==> src/rtl/csd_pkg.sv <==
package csd_pkg;

   localparam int unsigned WORD_W      = 32;
   localparam int unsigned OPC_MSB     = 31;
   localparam int unsigned OPC_LSB     = 28;
   localparam int unsigned WIDE_OFF_W  = 22;
   localparam int unsigned SHORT_OFF_W = 12;
   localparam int unsigned SHORT_OFF_L = 16;
   localparam int unsigned SHORT_CNT_W = 16;

   typedef enum logic [3:0] {
      OPC_SHORT_INCR = 4'd1,
      OPC_SHORT_FIX  = 4'd2,
      OPC_SET_COUNT  = 4'd9,
      OPC_WIDE_INCR  = 4'd10,
      OPC_WIDE_FIX   = 4'd11
   } opcode_e;

   typedef enum logic [1:0] {
      HK_COUNT = 2'd0,
      HK_WRITE = 2'd1,
      HK_BAD   = 2'd2
   } hdr_kind_e;

endpackage

==> src/rtl/csd_hdr_decode.sv <==
module csd_hdr_decode
   import csd_pkg::*;
#(
   parameter int unsigned ADDR_W    = 22,
   parameter int unsigned PAYLOAD_W = 16
) (
   input  logic [WORD_W-1:0]    word,
   output hdr_kind_e            kind,
   output logic                 incr,
   output logic                 use_pending,
   output logic [ADDR_W-1:0]    offset,
   output logic [PAYLOAD_W-1:0] count
);

   logic [ADDR_W-1:0]    wide_off;
   logic [ADDR_W-1:0]    short_off;
   logic [PAYLOAD_W-1:0] short_cnt;
   logic [PAYLOAD_W-1:0] set_cnt;
   logic [3:0]           opc;

   assign opc      = word[OPC_MSB:OPC_LSB];
   assign wide_off = word[ADDR_W-1:0];
   assign set_cnt  = word[PAYLOAD_W-1:0];

   generate
      if (ADDR_W > SHORT_OFF_W) begin : g_short_off_ext
         assign short_off = {{(ADDR_W-SHORT_OFF_W){1'b0}},
                             word[SHORT_OFF_L+SHORT_OFF_W-1:SHORT_OFF_L]};
      end else begin : g_short_off_eq
         assign short_off = word[SHORT_OFF_L+SHORT_OFF_W-1:SHORT_OFF_L];
      end
      if (PAYLOAD_W > SHORT_CNT_W) begin : g_short_cnt_ext
         assign short_cnt = {{(PAYLOAD_W-SHORT_CNT_W){1'b0}}, word[SHORT_CNT_W-1:0]};
      end else begin : g_short_cnt_eq
         assign short_cnt = word[SHORT_CNT_W-1:0];
      end
   endgenerate

   always_comb begin
      kind        = HK_BAD;
      incr        = 1'b0;
      use_pending = 1'b0;
      offset      = '0;
      count       = '0;
      case (opc)
         OPC_SET_COUNT: begin
            kind  = HK_COUNT;
            count = set_cnt;
         end
         OPC_WIDE_INCR, OPC_WIDE_FIX: begin
            kind        = HK_WRITE;
            incr        = (opc == OPC_WIDE_INCR);
            use_pending = 1'b1;
            offset      = wide_off;
         end
         OPC_SHORT_INCR, OPC_SHORT_FIX: begin
            kind   = HK_WRITE;
            incr   = (opc == OPC_SHORT_INCR);
            offset = short_off;
            count  = short_cnt;
         end
         default: kind = HK_BAD;
      endcase
   end

endmodule

==> src/rtl/csd_seq.sv <==
module csd_seq
   import csd_pkg::*;
#(
   parameter int unsigned ADDR_W        = 22,
   parameter int unsigned PAYLOAD_W     = 16,
   parameter bit          ONE_SHOT_CNT  = 1'b1
) (
   input  logic                 clk,
   input  logic                 rst_n,
   input  logic                 cmd_valid,
   input  logic [WORD_W-1:0]    cmd_word,
   output logic                 cmd_ready,
   input  logic                 slot_free,
   input  hdr_kind_e            d_kind,
   input  logic                 d_incr,
   input  logic                 d_use_pending,
   input  logic [ADDR_W-1:0]    d_offset,
   input  logic [PAYLOAD_W-1:0] d_count,
   output logic                 emit,
   output logic [ADDR_W-1:0]    emit_addr,
   output logic [WORD_W-1:0]    emit_data,
   output logic                 err
);

   localparam logic [ADDR_W-1:0]    ADDR_ONE = ADDR_W'(1);
   localparam logic [PAYLOAD_W-1:0] CNT_ONE  = PAYLOAD_W'(1);

   logic                 in_burst;
   logic                 incr_q;
   logic [ADDR_W-1:0]    cur_addr;
   logic [PAYLOAD_W-1:0] remain;
   logic [PAYLOAD_W-1:0] pending;
   logic [PAYLOAD_W-1:0] burst_cnt;
   logic                 hdr_fire;
   logic                 dat_fire;
   logic                 err_q;

   assign cmd_ready = !in_burst || slot_free;
   assign hdr_fire  = cmd_valid && !in_burst;
   assign dat_fire  = cmd_valid && in_burst && slot_free;
   assign burst_cnt = d_use_pending ? pending : d_count;

   assign emit      = dat_fire;
   assign emit_addr = cur_addr;
   assign emit_data = cmd_word;
   assign err       = err_q;

   always_ff @(posedge clk or negedge rst_n) begin
      if (!rst_n) begin
         in_burst <= 1'b0;
         incr_q   <= 1'b0;
         cur_addr <= '0;
         remain   <= '0;
         err_q    <= 1'b0;
      end else if (hdr_fire) begin
         case (d_kind)
            HK_WRITE: begin
               cur_addr <= d_offset;
               incr_q   <= d_incr;
               remain   <= burst_cnt;
               in_burst <= (burst_cnt != '0);
            end
            HK_BAD:  err_q <= 1'b1;
            default: ;
         endcase
      end else if (dat_fire) begin
         remain <= remain - CNT_ONE;
         if (remain == CNT_ONE) in_burst <= 1'b0;
         if (incr_q) cur_addr <= cur_addr + ADDR_ONE;
      end
   end

   generate
      if (ONE_SHOT_CNT) begin : g_oneshot_count
         always_ff @(posedge clk or negedge rst_n) begin
            if (!rst_n) pending <= '0;
            else if (hdr_fire && d_kind == HK_COUNT) pending <= d_count;
            else if (hdr_fire && d_kind == HK_WRITE && d_use_pending) pending <= '0;
         end
      end else begin : g_sticky_count
         always_ff @(posedge clk or negedge rst_n) begin
            if (!rst_n) pending <= '0;
            else if (hdr_fire && d_kind == HK_COUNT) pending <= d_count;
         end
      end
   endgenerate

   AST_NO_EMPTY_BURST: assert property (@(posedge clk) disable iff (!rst_n)
      in_burst |-> remain != '0);
   AST_ERR_STICKY: assert property (@(posedge clk) disable iff (!rst_n)
      err_q |=> err_q);
   AST_INCR_STEP: assert property (@(posedge clk) disable iff (!rst_n)
      dat_fire && incr_q && remain > CNT_ONE |=> cur_addr == $past(cur_addr) + ADDR_ONE);
   AST_FIX_HOLD: assert property (@(posedge clk) disable iff (!rst_n)
      dat_fire && !incr_q && remain > CNT_ONE |=> $stable(cur_addr));

endmodule

==> src/rtl/csd_out_stage.sv <==
module csd_out_stage
   import csd_pkg::*;
#(
   parameter int unsigned ADDR_W      = 22,
   parameter int unsigned SYNC_IDX_W  = 10,
   parameter int unsigned SYNC_COND_W = 8
) (
   input  logic                   clk,
   input  logic                   rst_n,
   input  logic                   load,
   input  logic [ADDR_W-1:0]      load_addr,
   input  logic [WORD_W-1:0]      load_data,
   output logic                   slot_free,
   output logic                   reg_wr_valid,
   input  logic                   reg_wr_ready,
   output logic [ADDR_W-1:0]      reg_wr_addr,
   output logic [WORD_W-1:0]      reg_wr_data,
   output logic                   sync_valid,
   output logic [SYNC_IDX_W-1:0]  sync_index,
   output logic [SYNC_COND_W-1:0] sync_cond
);

   localparam logic [ADDR_W-1:0] SYNC_ADDR = '0;

   logic              slot_v;
   logic              slot_sync;
   logic [ADDR_W-1:0] slot_addr;
   logic [WORD_W-1:0] slot_data;

   assign slot_free    = !slot_v || slot_sync || reg_wr_ready;
   assign reg_wr_valid = slot_v && !slot_sync;
   assign sync_valid   = slot_v && slot_sync;
   assign reg_wr_addr  = slot_addr;
   assign reg_wr_data  = slot_data;
   assign sync_index   = slot_data[SYNC_IDX_W-1:0];
   assign sync_cond    = slot_data[SYNC_IDX_W+SYNC_COND_W-1:SYNC_IDX_W];

   always_ff @(posedge clk or negedge rst_n) begin
      if (!rst_n) begin
         slot_v    <= 1'b0;
         slot_sync <= 1'b0;
         slot_addr <= '0;
         slot_data <= '0;
      end else if (load) begin
         slot_v    <= 1'b1;
         slot_sync <= (load_addr == SYNC_ADDR);
         slot_addr <= load_addr;
         slot_data <= load_data;
      end else if (slot_v && (slot_sync || reg_wr_ready)) begin
         slot_v    <= 1'b0;
      end
   end

   AST_STALL_HOLD: assert property (@(posedge clk) disable iff (!rst_n)
      reg_wr_valid && !reg_wr_ready
      |=> reg_wr_valid && $stable(reg_wr_addr) && $stable(reg_wr_data));
   AST_SYNC_PULSE: assert property (@(posedge clk) disable iff (!rst_n)
      sync_valid && !load |=> !sync_valid);
   AST_NO_LOAD_WHEN_BUSY: assert property (@(posedge clk) disable iff (!rst_n)
      load |-> slot_free);

endmodule

==> src/rtl/cmd_stream_decoder.sv <==
module cmd_stream_decoder
   import csd_pkg::*;
#(
   parameter int unsigned ADDR_W       = 22,
   parameter int unsigned PAYLOAD_W    = 16,
   parameter int unsigned SYNC_IDX_W   = 10,
   parameter int unsigned SYNC_COND_W  = 8,
   parameter bit          ONE_SHOT_CNT = 1'b1
) (
   input  logic                   clk,
   input  logic                   rst_n,
   input  logic                   cmd_valid,
   output logic                   cmd_ready,
   input  logic [31:0]            cmd_word,
   output logic                   reg_wr_valid,
   input  logic                   reg_wr_ready,
   output logic [ADDR_W-1:0]      reg_wr_addr,
   output logic [31:0]            reg_wr_data,
   output logic                   sync_valid,
   output logic [SYNC_IDX_W-1:0]  sync_index,
   output logic [SYNC_COND_W-1:0] sync_cond,
   output logic                   err_flag
);

   generate
      if (ADDR_W < SHORT_OFF_W || ADDR_W > WIDE_OFF_W) begin : g_bad_addr_w
         $error("ADDR_W must lie between the short and wide offset widths");
      end
      if (PAYLOAD_W < SHORT_CNT_W || PAYLOAD_W > OPC_LSB) begin : g_bad_payload_w
         $error("PAYLOAD_W must cover the short count and stay below the opcode");
      end
      if (SYNC_IDX_W + SYNC_COND_W > WORD_W || SYNC_IDX_W == 0 || SYNC_COND_W == 0) begin : g_bad_sync_w
         $error("sync index and condition fields must fit one word");
      end
   endgenerate

   hdr_kind_e            d_kind;
   logic                 d_incr;
   logic                 d_use_pending;
   logic [ADDR_W-1:0]    d_offset;
   logic [PAYLOAD_W-1:0] d_count;
   logic                 slot_free;
   logic                 emit;
   logic [ADDR_W-1:0]    emit_addr;
   logic [WORD_W-1:0]    emit_data;

   csd_hdr_decode #(
      .ADDR_W    (ADDR_W),
      .PAYLOAD_W (PAYLOAD_W)
   ) u_decode (
      .word        (cmd_word),
      .kind        (d_kind),
      .incr        (d_incr),
      .use_pending (d_use_pending),
      .offset      (d_offset),
      .count       (d_count)
   );

   csd_seq #(
      .ADDR_W       (ADDR_W),
      .PAYLOAD_W    (PAYLOAD_W),
      .ONE_SHOT_CNT (ONE_SHOT_CNT)
   ) u_seq (
      .clk           (clk),
      .rst_n         (rst_n),
      .cmd_valid     (cmd_valid),
      .cmd_word      (cmd_word),
      .cmd_ready     (cmd_ready),
      .slot_free     (slot_free),
      .d_kind        (d_kind),
      .d_incr        (d_incr),
      .d_use_pending (d_use_pending),
      .d_offset      (d_offset),
      .d_count       (d_count),
      .emit          (emit),
      .emit_addr     (emit_addr),
      .emit_data     (emit_data),
      .err           (err_flag)
   );

   csd_out_stage #(
      .ADDR_W      (ADDR_W),
      .SYNC_IDX_W  (SYNC_IDX_W),
      .SYNC_COND_W (SYNC_COND_W)
   ) u_out (
      .clk          (clk),
      .rst_n        (rst_n),
      .load         (emit),
      .load_addr    (emit_addr),
      .load_data    (emit_data),
      .slot_free    (slot_free),
      .reg_wr_valid (reg_wr_valid),
      .reg_wr_ready (reg_wr_ready),
      .reg_wr_addr  (reg_wr_addr),
      .reg_wr_data  (reg_wr_data),
      .sync_valid   (sync_valid),
      .sync_index   (sync_index),
      .sync_cond    (sync_cond)
   );

   AST_BURST_STALLS_INPUT: assert property (@(posedge clk) disable iff (!rst_n)
      reg_wr_valid && !reg_wr_ready && cmd_valid && cmd_ready |=> !reg_wr_valid || $stable(reg_wr_data));

endmodule

==> config.mk <==
export PLATFORM = sky130hd
export DESIGN_NAME = cmd_stream_decoder
export DESIGN_NICKNAME = d
export VERILOG_FILES = /design/src/rtl/csd_pkg.sv /design/src/rtl/csd_hdr_decode.sv /design/src/rtl/csd_seq.sv /design/src/rtl/csd_out_stage.sv /design/src/rtl/cmd_stream_decoder.sv
export SDC_FILE = /design/constraint.sdc
export NUM_CORES = 1
export LEC_CHECK = 0
export ABC_CLOCK_PERIOD_IN_PS = 5800
export BUFFER_PORTS_ARGS = -buffer_cell sky130_fd_sc_hd__buf_4
export CORE_ASPECT_RATIO = 0.75
export CORE_UTILIZATION = 40
export DETAILED_ROUTE_END_ITERATION = 16
export PLACE_DENSITY = 0.66
export SLEW_MARGIN = 20
export SYNTH_ARGS = -nofsm -noshare
export SYNTH_HDL_FRONTEND = slang
export SYNTH_SLANG_ARGS = --single-unit
==> constraint.sdc <==
create_clock -name clk -period 5.8 [get_ports clk]
set_clock_uncertainty 0.15 [all_clocks]
set_input_delay 0.58 -clock clk [delete_from_list [all_inputs] [get_ports clk]]
set_output_delay 0.58 -clock clk [all_outputs]
set_load 0.05 [all_outputs]
==> results.py <==
metrics = {
    "cells_and_area": {
        "drive_gt1_frac": 0.2105,
        "syn_to_final_growth_pct": 24.13,
        "diodes": 0,
        "final_nets": 806,
        "fillers": 1345,
    },
    "yosys": {
        "ys_seq_area_frac": 0.4771,
        "synth-edff-count": 0,
        "ys_types": 67,
        "yosys_warnings": 0,
        "syn-mean-instance-area_um2": 8.577,
        "post_synth_instance_area_mm2": 0.005927,
        "synth_fp_nets": 731,
        "ys_ff_latch": 113,
        "ys.flop_type": "dfrtp_1",
        "synth_cells": 691,
        "synthArstFlopShare": 1.000,
    },
    "clock_tree": {
        "htree_levels": 4,
        "cts_sinks": 113,
        "hold_buffers": 0,
        "root_buffer": "clkbuf_16",
        "clk_pin_slew_ps": 50,
        "numCtsBuffers": 17,
        "cts_resized": 0,
        "clock_path_buffers": 2,
        "tritoncts": "done",
        "cts_setup_buffers": 0,
        "clock_latency_ps": 420,
    },
    "route": {
        "drcViolationCount": 0,
        "drt-met1-wl_mm": 8.407,
        "top_layer": "met4",
        "wl_per_cell_um": 18.51,
        "vias": 5698,
        "post_drt_via_cell_ratio": 5.820,
        "finalWirelength_mm": 18.13,
        "route.met2.wl_mm": 7.466,
        "drtPass1Iterations": 6,
        "first_iter_violations": 703,
        "wl_met3_mm": 2.029,
        "postRouteAntennaNets": 0,
    },
    "floorplanning": {
        "die_area_mm2": 0.01531,
        "die_h_um": 107.4,
        "start_util": 0.4101,
        "die_x_um": 142.6,
        "ios": 112,
        "num_rows": 38,
        "core_mm2": 0.01445,
    },
    "power": {
        "power.density_mw_per_mm2": 623.2,
        "p_seq_frac": 0.314,
        "p_clk_frac": 0.228,
        "p_int_mw": 2.397,
        "power.leakage_nw": 3.469,
        "p_comb_frac": 0.457,
        "p_sw_mw": 2.188,
        "p_total_mw": 4.585,
        "peakVddDrop_uv": 420.1,
        "switching_share": 0.4772,
    },
    "timing": {
        "whs_ps": 1.178,
        "period_needed_ps": 2661,
        "max_slew_margin": 0.3331,
        "rsz0062_at_grt": "false",
        "tightest_slew_ps": 996.6,
        "setup_viol": 0,
        "fmax_ghz": 0.3758,
        "tns_ps": 0,
        "final-max-slew-violation-count": 0,
        "hold_viol": 0,
        "finalCritPeriodShare": 0.4588,
    },
    "worst_setup_path": {
        "rr_worst_depth": 6,
        "crit_type": "flop to flop",
        "crit_start": "u_seq.in_burst$_DFFE_PN0P_",
        "cp-end-kind": "flop",
        "rrSetupSlack_ps": 3140,
        "cp.required_ps": 5960,
        "crit_fanout": 39,
        "cp-endpoint": "u_seq.emit_addr[9]$_DFFE_PN0P_",
        "r2r-start": "u_seq.in_burst$_DFFE_PN0P_",
        "worst_r2r_endpoint": "u_seq.emit_addr[9]$_DFFE_PN0P_",
        "arrival_ps": 2820,
        "cp-start-kind": "flop",
    },
    "min_path": {
        "hp-class": "input port to async pin",
    },
    "global_route": {
        "gr-total-overflow": 0,
        "grt_max_degree": 74,
        "grt_pass1_vias": 5234,
        "track_usage": 0.2489,
        "grt_pass1_wl_mm": 28.72,
        "antenna_found_initial": 0,
    },
    "placement": {
        "io_buffers": 111,
        "dp_hpwl_mm": 12.26,
        "gp_congestion": 0.9076,
    },
    "job": {
        "maxCapViolCount": 0,
    },
    "status": {
        "outcome": "complete, no violations",
    },
}
## Yosys cell counts (2+ instances only)
cell type,count,area share
nand2_1,211,0.13
dfrtp_1,113,0.48
o21ai_0,36,0.030
nor2_1,33,0.021
nand3_1,31,0.026
a21oi_1,25,0.021
clkbuf_1,25,0.016
buf_4,20,0.025
buf_2,15,0.013
a221oi_1,11,0.016
inv_1,10,0.0063
nor3_1,9,0.0076
nor4_1,9,0.0095
a22oi_1,8,0.010
o21ai_1,8,0.0068
or4_1,8,0.010
a222oi_1,7,0.012
and2_1,7,0.0074
and3_1,7,0.0074
nand4_1,7,0.0074
a22o_1,6,0.0089
nand2b_1,5,0.0053
a31o_1,4,0.0059
and4_1,4,0.0059
ha_1,4,0.0084
nor2b_1,4,0.0042
o22ai_1,4,0.0042
a221o_1,3,0.0051
a31oi_1,3,0.0032
o211a_1,3,0.0051
o211ai_1,3,0.0038
o22a_1,3,0.0044
o31a_1,3,0.0044
o31ai_1,3,0.0038
a41oi_1,2,0.0030
nand3b_1,2,0.0025
nor3b_1,2,0.0025
o2bb2ai_1,2,0.0030
o41ai_1,2,0.0030
or3_4,2,0.0038
## layout by cell type, fill, tap and decap left out, types with 5 or more instances in the layout
master     count
a22o_1         6
or4_1          8
and2_1         7
and3_1         7
dfrtp_1      113
a22oi_1        8
nor3_1         8
o21ai_0       36
buf_4        116
o21ai_1        8
a21oi_1       25
nor2_1        32
nand3_1       31
a222oi_1       7
nand2b_1       5
a221oi_1      11
clkbuf_16     17
nand4_1        7
nand2_1      210
inv_1         10
nor4_1         8
## logic make-up (layout without fill, tap and decap cells)
| family | Yosys count | in the layout | synth area share |
|---|---|---|---|
| buffers and inverters | 70 | 158 | 0.06016 |
| XOR/XNOR | 3 | 3 | 0.005701 |
| flip-flops | 113 | 113 | 0.4771 |
| AND/OR/NAND/NOR | 352 | 352 | 0.2721 |
| adder cells (fa/ha/maj) | 4 | 4 | 0.008445 |
| multiplexers | 1 | 1 | 0.001689 |
| AO/OA/AOI/OAI | 148 | 148 | 0.1748 |
## metrics by stage
step	utilization	worst slack (ps)	cells	cell area, um2
final	0.5090	3139	979	7357
after floorplan	-	3721	691	5927
after global placement	0.4672	2934	947	6753
after detailed placement	0.4672	2819	947	6753
after global routing	0.5090	2950	979	7357
after CTS	0.5081	3064	979	7343
## how the worst min path moves through the flow
stage | startpoint | end | slack (ps) | cells after the start
2_1_floorplan | rst_n | u_out.reg_wr_addr[0]$_DFFE_PN0P_ | 130 | 0
3_3_place_gp | u_seq.err$_DFFE_PN0P_ | u_seq.err$_DFFE_PN0P_ | 300 | 2
3_5_place_dp | u_out.reg_wr_data[30]$_DFFE_PN0P_ | u_out.reg_wr_data[30]$_DFFE_PN0P_ | 310 | 2
4_1_cts | rst_n | u_out.reg_wr_data[15]$_DFFE_PN0P_ | 20 | 1
5_1_grt | rst_n | u_out.reg_wr_data[15]$_DFFE_PN0P_ | 40 | 1
6_report | rst_n | u_out.reg_wr_data[15]$_DFFE_PN0P_ | 1 | 1
## cell type report
class	count	area, um2	area share
clock buffer	19	452.9	0.06156
multi-input combinational	508	2780	0.3779
clock inverter	13	137.6	0.01871
timing repair buffer	116	870.8	0.1184
tap	200	250.2	0.03401
inverter	10	37.54	0.005102
sequential	113	2828	0.3844
## power groups by stage
stage | sequential [mW] | clock (mW) | combinational (mW)
finish | 1.44 | 1.05 | 2.10
global route | 1.49 | 1.09 | 2.24
CTS | 1.44 | 1.06 | 2.10
detailed placement | 1.44 | 0 | 2.09
global placement | 1.43 | 0 | 2.06
floorplan | 1.97 | 0 | 0.971
## state kept, by name, summed over array words and instances (netlist names), 16 cells and up
name               flops
u_out.reg_wr_data     32
u_out.reg_wr_addr     22
u_seq.emit_addr       22
u_seq.remain          16
u_seq.pending         16
## per-layer routing
metal | vias to the layer above | GRT usage
met4 | 0 | 0.07911
met3 | 22 | 0.06406
met2 | 334 | 0.3438
met1 | 2767 | 0.3740
met5 | - | 0
li1 | 2575 | -
## worst max-delay path, cell delays in order (launching register included)
cell and delay, ps:
dfrtp_1 460, nor2b_2 130, buf_4 380, nand2b_1 210, o21ai_1 780, o21ai_0 210, a21o_1 230
Note: power is estimated with default switching activity, not from simulation.
